`src/rtl/gpio_bank_pkg.sv`:
```
package gpio_bank_pkg;
  localparam int BANK_BITS   = 32;
  localparam int BANK_SLOTS  = 4;
  localparam int BANK_IDX_W  = $clog2(BANK_SLOTS);
  localparam int BANK_STRIDE = 32;
  localparam int OFS_LEVEL   = 0;
  localparam int OFS_CLEAR   = 4;
  localparam int OFS_DIRCLR  = 8;
  localparam int SNAP_BASE   = 256;

  typedef enum logic [1:0] {
    RD_HOLD  = 2'd0,
    RD_ZERO  = 2'd1,
    RD_LEVEL = 2'd2,
    RD_SNAP  = 2'd3
  } rd_sel_e;

  typedef struct packed {
    logic                  wrSet;
    logic                  wrClr;
    logic                  wrDirClr;
    logic [BANK_IDX_W-1:0] bank;
    rd_sel_e               rdSel;
    logic                  snapHi;
  } pin_strobe_t;
endpackage

```
`src/rtl/gpio_bank_sync.sv`:
```
module gpio_bank_sync #(
  parameter int WIDTH = 75
) (
  input  logic             clk,
  input  logic             rstN,
  input  logic [WIDTH-1:0] asyncIn,
  output logic [WIDTH-1:0] syncOut
);
  logic [WIDTH-1:0] stageA;

  always_ff @(posedge clk or negedge rstN) begin
    if (!rstN) begin
      stageA  <= '0;
      syncOut <= '0;
    end else begin
      stageA  <= asyncIn;
      syncOut <= stageA;
    end
  end
endmodule

```
`src/rtl/gpio_bank_decode.sv`:
```
module gpio_bank_decode
  import gpio_bank_pkg::*;
#(
  parameter int NUM_BANKS = 3,
  parameter int ADDR_W    = 9
) (
  input  logic              busWrEn,
  input  logic              busRdEn,
  input  logic [ADDR_W-1:0] busAddr,
  output pin_strobe_t       strobes
);
  localparam int BANK_LSB = $clog2(BANK_STRIDE);
  localparam int AREA_LSB = BANK_LSB + BANK_IDX_W;

  logic                  wordAligned;
  logic                  inBankArea;
  logic                  bankValid;
  logic                  inSnapArea;
  logic [BANK_IDX_W-1:0] bankIdx;
  logic [BANK_LSB-1:0]   regOfs;

  always_comb begin
    wordAligned = (busAddr[1:0] == 2'b00);
    inBankArea  = (busAddr[ADDR_W-1:AREA_LSB] == '0);
    bankIdx     = busAddr[AREA_LSB-1:BANK_LSB];
    regOfs      = busAddr[BANK_LSB-1:0];
    bankValid   = wordAligned && inBankArea && (int'(bankIdx) < NUM_BANKS);
    inSnapArea  = wordAligned &&
                  (busAddr[ADDR_W-1:3] == (ADDR_W-3)'(SNAP_BASE / 8));
  end

  always_comb begin
    strobes          = '0;
    strobes.bank     = bankIdx;
    strobes.snapHi   = busAddr[2];
    strobes.wrSet    = busWrEn && bankValid && (regOfs == BANK_LSB'(OFS_LEVEL));
    strobes.wrClr    = busWrEn && bankValid && (regOfs == BANK_LSB'(OFS_CLEAR));
    strobes.wrDirClr = busWrEn && bankValid && (regOfs == BANK_LSB'(OFS_DIRCLR));
    if (!busRdEn)
      strobes.rdSel = RD_HOLD;
    else if (bankValid && (regOfs == BANK_LSB'(OFS_LEVEL)))
      strobes.rdSel = RD_LEVEL;
    else if (inSnapArea)
      strobes.rdSel = RD_SNAP;
    else
      strobes.rdSel = RD_ZERO;
  end
endmodule

```
`src/rtl/gpio_bank_datapath.sv`:
```
module gpio_bank_datapath
  import gpio_bank_pkg::*;
#(
  parameter int PIN_COUNT = 75
) (
  input  logic                 clk,
  input  logic                 rstN,
  input  pin_strobe_t          strobes,
  input  logic [31:0]          busWrData,
  input  logic [PIN_COUNT-1:0] padIn,
  output logic [31:0]          busRdData,
  output logic [PIN_COUNT-1:0] padOut,
  output logic [PIN_COUNT-1:0] padOe
);
  localparam int NUM_BANKS = (PIN_COUNT + BANK_BITS - 1) / BANK_BITS;
  localparam int SNAP_W    = (PIN_COUNT < 64) ? PIN_COUNT : 64;

  logic [PIN_COUNT-1:0] padSynced;
  logic [BANK_BITS-1:0] levelWords [NUM_BANKS];
  logic [BANK_BITS-1:0] levelSel;
  logic [63:0]          snapWords;
  logic                 snapTaken;

  gpio_bank_sync #(.WIDTH(PIN_COUNT)) u_sync (
    .clk     (clk),
    .rstN    (rstN),
    .asyncIn (padIn),
    .syncOut (padSynced)
  );

  for (genvar b = 0; b < NUM_BANKS; b++) begin : g_bank
    localparam int LO = b * BANK_BITS;
    localparam int W  = ((PIN_COUNT - LO) < BANK_BITS) ? (PIN_COUNT - LO) : BANK_BITS;

    logic         bankHit;
    logic [W-1:0] bankOut;
    logic [W-1:0] bankOe;

    assign bankHit = (int'(strobes.bank) == b);

    always_ff @(posedge clk or negedge rstN) begin
      if (!rstN) begin
        bankOut <= '0;
        bankOe  <= '0;
      end else if (bankHit) begin
        if (strobes.wrSet) begin
          bankOut <= bankOut | busWrData[W-1:0];
          bankOe  <= bankOe  | busWrData[W-1:0];
        end else if (strobes.wrClr) begin
          bankOut <= bankOut & ~busWrData[W-1:0];
          bankOe  <= bankOe  | busWrData[W-1:0];
        end else if (strobes.wrDirClr) begin
          bankOe  <= bankOe  & ~busWrData[W-1:0];
        end
      end
    end

    assign padOut[LO +: W] = bankOut;
    assign padOe[LO +: W]  = bankOe;
    assign levelWords[b]   = BANK_BITS'(padSynced[LO +: W]);
  end

  always_comb begin
    levelSel = '0;
    for (int b = 0; b < NUM_BANKS; b++) begin
      if (int'(strobes.bank) == b) levelSel = levelWords[b];
    end
  end

  always_ff @(posedge clk or negedge rstN) begin
    if (!rstN) begin
      snapWords <= '0;
      snapTaken <= 1'b0;
    end else if (!snapTaken) begin
      snapWords <= 64'(padIn[SNAP_W-1:0]);
      snapTaken <= 1'b1;
    end
  end

  always_ff @(posedge clk or negedge rstN) begin
    if (!rstN) begin
      busRdData <= '0;
    end else begin
      case (strobes.rdSel)
        RD_ZERO:  busRdData <= '0;
        RD_LEVEL: busRdData <= levelSel;
        RD_SNAP:  busRdData <= strobes.snapHi ? snapWords[63:32] : snapWords[31:0];
        default:  busRdData <= busRdData;
      endcase
    end
  end
endmodule

```
`src/rtl/banked_pin_ctrl.sv`:
```
module banked_pin_ctrl
  import gpio_bank_pkg::*;
#(
  parameter int PIN_COUNT = 75,
  parameter int ADDR_W    = 9
) (
  input  logic                 clk,
  input  logic                 rstN,
  input  logic                 busWrEn,
  input  logic                 busRdEn,
  input  logic [ADDR_W-1:0]    busAddr,
  input  logic [31:0]          busWrData,
  output logic [31:0]          busRdData,
  input  logic [PIN_COUNT-1:0] padIn,
  output logic [PIN_COUNT-1:0] padOut,
  output logic [PIN_COUNT-1:0] padOe
);
  localparam int NUM_BANKS = (PIN_COUNT + BANK_BITS - 1) / BANK_BITS;

  pin_strobe_t strobes;

  gpio_bank_decode #(.NUM_BANKS(NUM_BANKS), .ADDR_W(ADDR_W)) u_decode (
    .busWrEn (busWrEn),
    .busRdEn (busRdEn),
    .busAddr (busAddr),
    .strobes (strobes)
  );

  gpio_bank_datapath #(.PIN_COUNT(PIN_COUNT)) u_datapath (
    .clk       (clk),
    .rstN      (rstN),
    .strobes   (strobes),
    .busWrData (busWrData),
    .padIn     (padIn),
    .busRdData (busRdData),
    .padOut    (padOut),
    .padOe     (padOe)
  );
endmodule

```
`config.mk`:
```
export PLATFORM = sky130hd
export DESIGN_NAME = banked_pin_ctrl
export DESIGN_NICKNAME = d
export VERILOG_FILES = /design/src/rtl/gpio_bank_pkg.sv /design/src/rtl/gpio_bank_sync.sv /design/src/rtl/gpio_bank_decode.sv /design/src/rtl/gpio_bank_datapath.sv /design/src/rtl/banked_pin_ctrl.sv
export SDC_FILE = /design/constraint.sdc
export NUM_CORES = 1
export LEC_CHECK = 0
export BUFFER_PORTS_ARGS = -buffer_cell sky130_fd_sc_hd__buf_2
export CORE_ASPECT_RATIO = 1.25
export CORE_MARGIN = 3
export CORE_UTILIZATION = 50
export CTS_BUF_LIST = sky130_fd_sc_hd__clkbuf_16
export DETAILED_ROUTE_END_ITERATION = 8
export PLACE_DENSITY = 0.74
export SLEW_MARGIN = 20
export SYNTH_ARGS = -nofsm -noshare
export SYNTH_HDL_FRONTEND = slang
export SYNTH_HIERARCHICAL = 1
export SYNTH_SLANG_ARGS = --single-unit
```
`constraint.sdc`:
```
create_clock -name clk -period 2.2 [get_ports clk]
set_input_delay 0.44 -clock clk [delete_from_list [all_inputs] [get_ports clk]]
set_output_delay 0.44 -clock clk [all_outputs]
set_load 0.02 [all_outputs]
```
==> flow_metrics.py <==
metrics = {
    "sta": {
        "worstMarginPinSlew_ns": 0.522,
        "drv_slew": 0,
        "min_period_ns": 1.90,
        "setup_viol": 0,
        "clock_skew_ns": 0.00874,
        "final-hold-violation-count": 0,
        "fmax_ghz": 0.526,
        "finalSetupTns_ns": 0,
        "max-slew-margin-rel": 0.652,
        "rsz0062_at_grt": "no",
        "fin_crit_sh": 0.865,
    },
    "floorplan": {
        "start_util": 0.516,
        "die_y_microns": 199,
        "top_level_ports": 302,
        "rows": 69,
        "design.core.area_sq_um": 28800,
        "die_w_microns": 160,
        "dieArea_sq_um": 31900,
    },
    "route": {
        "drt_iter0_markers": 691,
        "ant_nets": 0,
        "drt_wl_total_mm": 35.4,
        "vias_per_cell": 5.48,
        "drc_errors": 0,
        "routedWlPerCell_microns": 19.9,
        "firstDrtPassIters": 5,
        "vias": 9757,
    },
    "cts": {
        "cts_buffers": 39,
        "root_buffer": "clkbuf_16",
        "ctsResizeCount": 0,
        "clk_latency_ns": 0.52,
        "cts.sinks": 397,
        "cts_buffer_depth": 3,
        "h-tree-depth": 2,
        "cts_tree": "yes",
        "clkSlewWorstSetupHoldPaths_ns": 0.06,
    },
    "final_layout": {
        "area_delta_synth_final_pct": 23.4,
        "drive_gt1_frac": 0.391,
        "nNetsFinal": 1483,
        "final_cells": 1780,
        "fill_cells": 2247,
    },
    "place": {
        "port_buffers": 301,
        "dpl.hpwl_mm": 24.0,
        "gp_congestion": 0.814,
        "dp_cells": 1711,
    },
    "synthesis": {
        "synth.ff_latch_count": 397,
        "synthCells": 1049,
        "synth.largest_area_cell": "dfrtp_1",
        "synth_warnings": 6,
        "ys_types": 37,
        "avgSynthCellArea_sq_um": 14.2,
        "syn_area_sq_um": 14900,
        "synthesis.nets": 1169,
        "ys_top_cells_by_area": "dfrtp_1 67%, mux2_2 8.0%, nand3_1 4.7%",
        "ys_seq_area_frac": 0.668,
        "yosysTopAreaCellShare": 0.668,
    },
    "grt": {
        "met2_usage": 0.378,
        "grt_overflow": 0,
        "grt_util_met3": 0.0608,
        "grt_busiest_layer": "met2",
        "antenna_found_initial": 10,
        "use_met1": 0.283,
        "grt_pass1_vias": 10200,
        "grt_max_degree": 76,
        "track_usage": 0.222,
        "grt_first_pass_wirelength_mm": 56.5,
    },
    "power_and_ir_drop": {
        "powerDensity_nw_per_um2": 825,
        "ir_drop_mv": 0.761,
        "p_leak_uw": 0.00939,
    },
    "critical_path": {
        "worstSetupPathType": "in2reg",
        "cp_data_required_time_ns": 2.63,
        "start_kind": "input port",
        "end_kind": "flip-flop",
        "cp_max_fo": 14,
        "worstPathArrival_ns": 2.33,
    },
    "job": {
        "cap_violations": 0,
    },
    "worst_hold_path": {
        "hold_path.class": "in2reg",
    },
    "run_status": {
        "outcome": "finished, final reports clean",
    },
}
what timing repair did:
| action | CTS | global route |
|---|---|---|
| endpoints found under the setup margin | 0 | 0 |
| buffers inserted | 0 | 0 |
| endpoints found under the hold margin | 43 | 0 |
| hold buffers | 1 | 0 |
worst max-delay path: stages:
cell      delay, ns
buf_2          0.11
buf_4          0.15
or3_1          0.36
o21ai_1        0.07
and4b_1        0.23
buf_4          0.22
nor2b_1        0.29
buf_4          0.22
a211oi_1       0.07
a31oi_1        0.18
where the power goes:
group | internal (uW) | total (uW) | leakage (uW) | switching (uW)
Sequential | 7630 | 7770 | 0.00498 | 146
Clock | 3650 | 6290 | 0.000615 | 2640
Combinational | 455 | 1070 | 0.00379 | 616
synthesized netlist by cell type:
cell,n
a211oi_1,11
a21o_1,21
a21oi_1,1
a22o_1,64
a31oi_1,11
and2_1,2
and2b_1,1
and3_1,12
and4_1,1
and4b_1,1
and4bb_1,1
buf_1,1
buf_2,31
buf_4,16
buf_6,8
clkbuf_1,35
conb_1,1
dfrtp_1,397
inv_1,11
mux2_1,45
mux2_2,106
mux2i_1,53
nand2_1,13
nand3_1,139
nor2_1,2
nor2b_1,12
nor2b_4,1
nor3_1,1
nor3b_1,1
nor4_2,1
o21ai_1,12
o22ai_1,21
o31a_1,1
or2_1,1
or2_2,11
or3_1,2
or3b_1,1
cell families (layout without fill, tap and decap cells):
| kind of cell | Yosys count | after routing | share of synthesized area |
|---|---|---|---|
| flops | 397 | 397 | 0.668 |
| mux | 204 | 204 | 0.150 |
| simple gates | 203 | 203 | 0.0732 |
| compound gates | 142 | 142 | 0.0723 |
| buf+inv | 102 | 440 | 0.0364 |
| other cells | 1 | 4 | 0.000252 |
final cells by class:
type                    instances  area [sq um]  share of cell area
inverters                      11          41.3             0.00225
well taps                     390           488              0.0266
clock inverters                25           210              0.0115
repair buffers                364          2250               0.123
clock buffers                  40          1000              0.0546
diodes                          3          7.51            0.000409
multi-input cells             550          4410               0.240
flip-flops and latches        397          9940               0.541
worst paths after layout:
| check | start | to | slack, ns | cells past startpoint |
|---|---|---|---|---|
| setup / recovery | busAddr[5] | u_datapath/busRdData[9] | 0.30 | 10 |
| hold / removal | padIn[71] | u_datapath/u_sync/stageA[71] | 0.03 | 1 |
| setup reg to reg | u_datapath/snapTaken | u_datapath/snapWords[53] | 0.75 | 2 |
| hold reg to reg | u_datapath/u_sync/stageA[38] | u_datapath/u_sync/syncOut[38] | 0.34 | 0 |
| max in group asynchronous | rstN | u_datapath/u_sync/stageA[38] | 0.94 | 3 |
| min in group asynchronous | rstN | async pin | 0.45 | 2 |
layout by cell type (no fill, tap or decap), types with 2 or more instances in the layout:
cell	Yosys	layout
dfrtp_1	397	396
buf_2	31	300
nand3_1	139	139
mux2_2	106	106
a22o_1	64	64
mux2i_1	53	53
mux2_1	45	45
buf_4	16	41
clkbuf_16	0	40
o22ai_1	21	21
a21o_1	21	21
buf_12	0	21
inv_1	11	17
nand2_1	13	13
o21ai_1	12	12
nor2b_1	12	12
or2_2	11	12
and3_1	12	11
a211oi_1	11	11
a31oi_1	11	11
clkinv_2	0	6
clkinv_1	0	5
diode_2	0	3
bufinv_16	0	3
inv_6	0	2
clkinvlp_4	0	2
and2_1	2	2
per-layer routing:
metal,vias to the layer above,share of wire
li1,4381,-
met1,4890,0.40
met2,398,0.49
met3,74,0.081
met4,14,0.026
met5,-,0.0022
per-stage QoR:
stage / worst slack, ns / utilization / total power (uW) / hold slack, ns / cell area (sq um)
global route: 0.192 / 0.636 / 15700 / 0.00507 / 18300
floorplan: 0.133 / - / 8380 / 0.144 / 14900
global placement: -0.158 / 0.594 / 8940 / 0.331 / 17100
detailed placement: -0.220 / 0.594 / 8980 / 0.335 / 17100
finish: 0.297 / 0.636 / 15100 / 0.0280 / 18300
CTS: 0.315 / 0.636 / 15300 / 0.00574 / 18300
(Power assumes the default switching activity.)
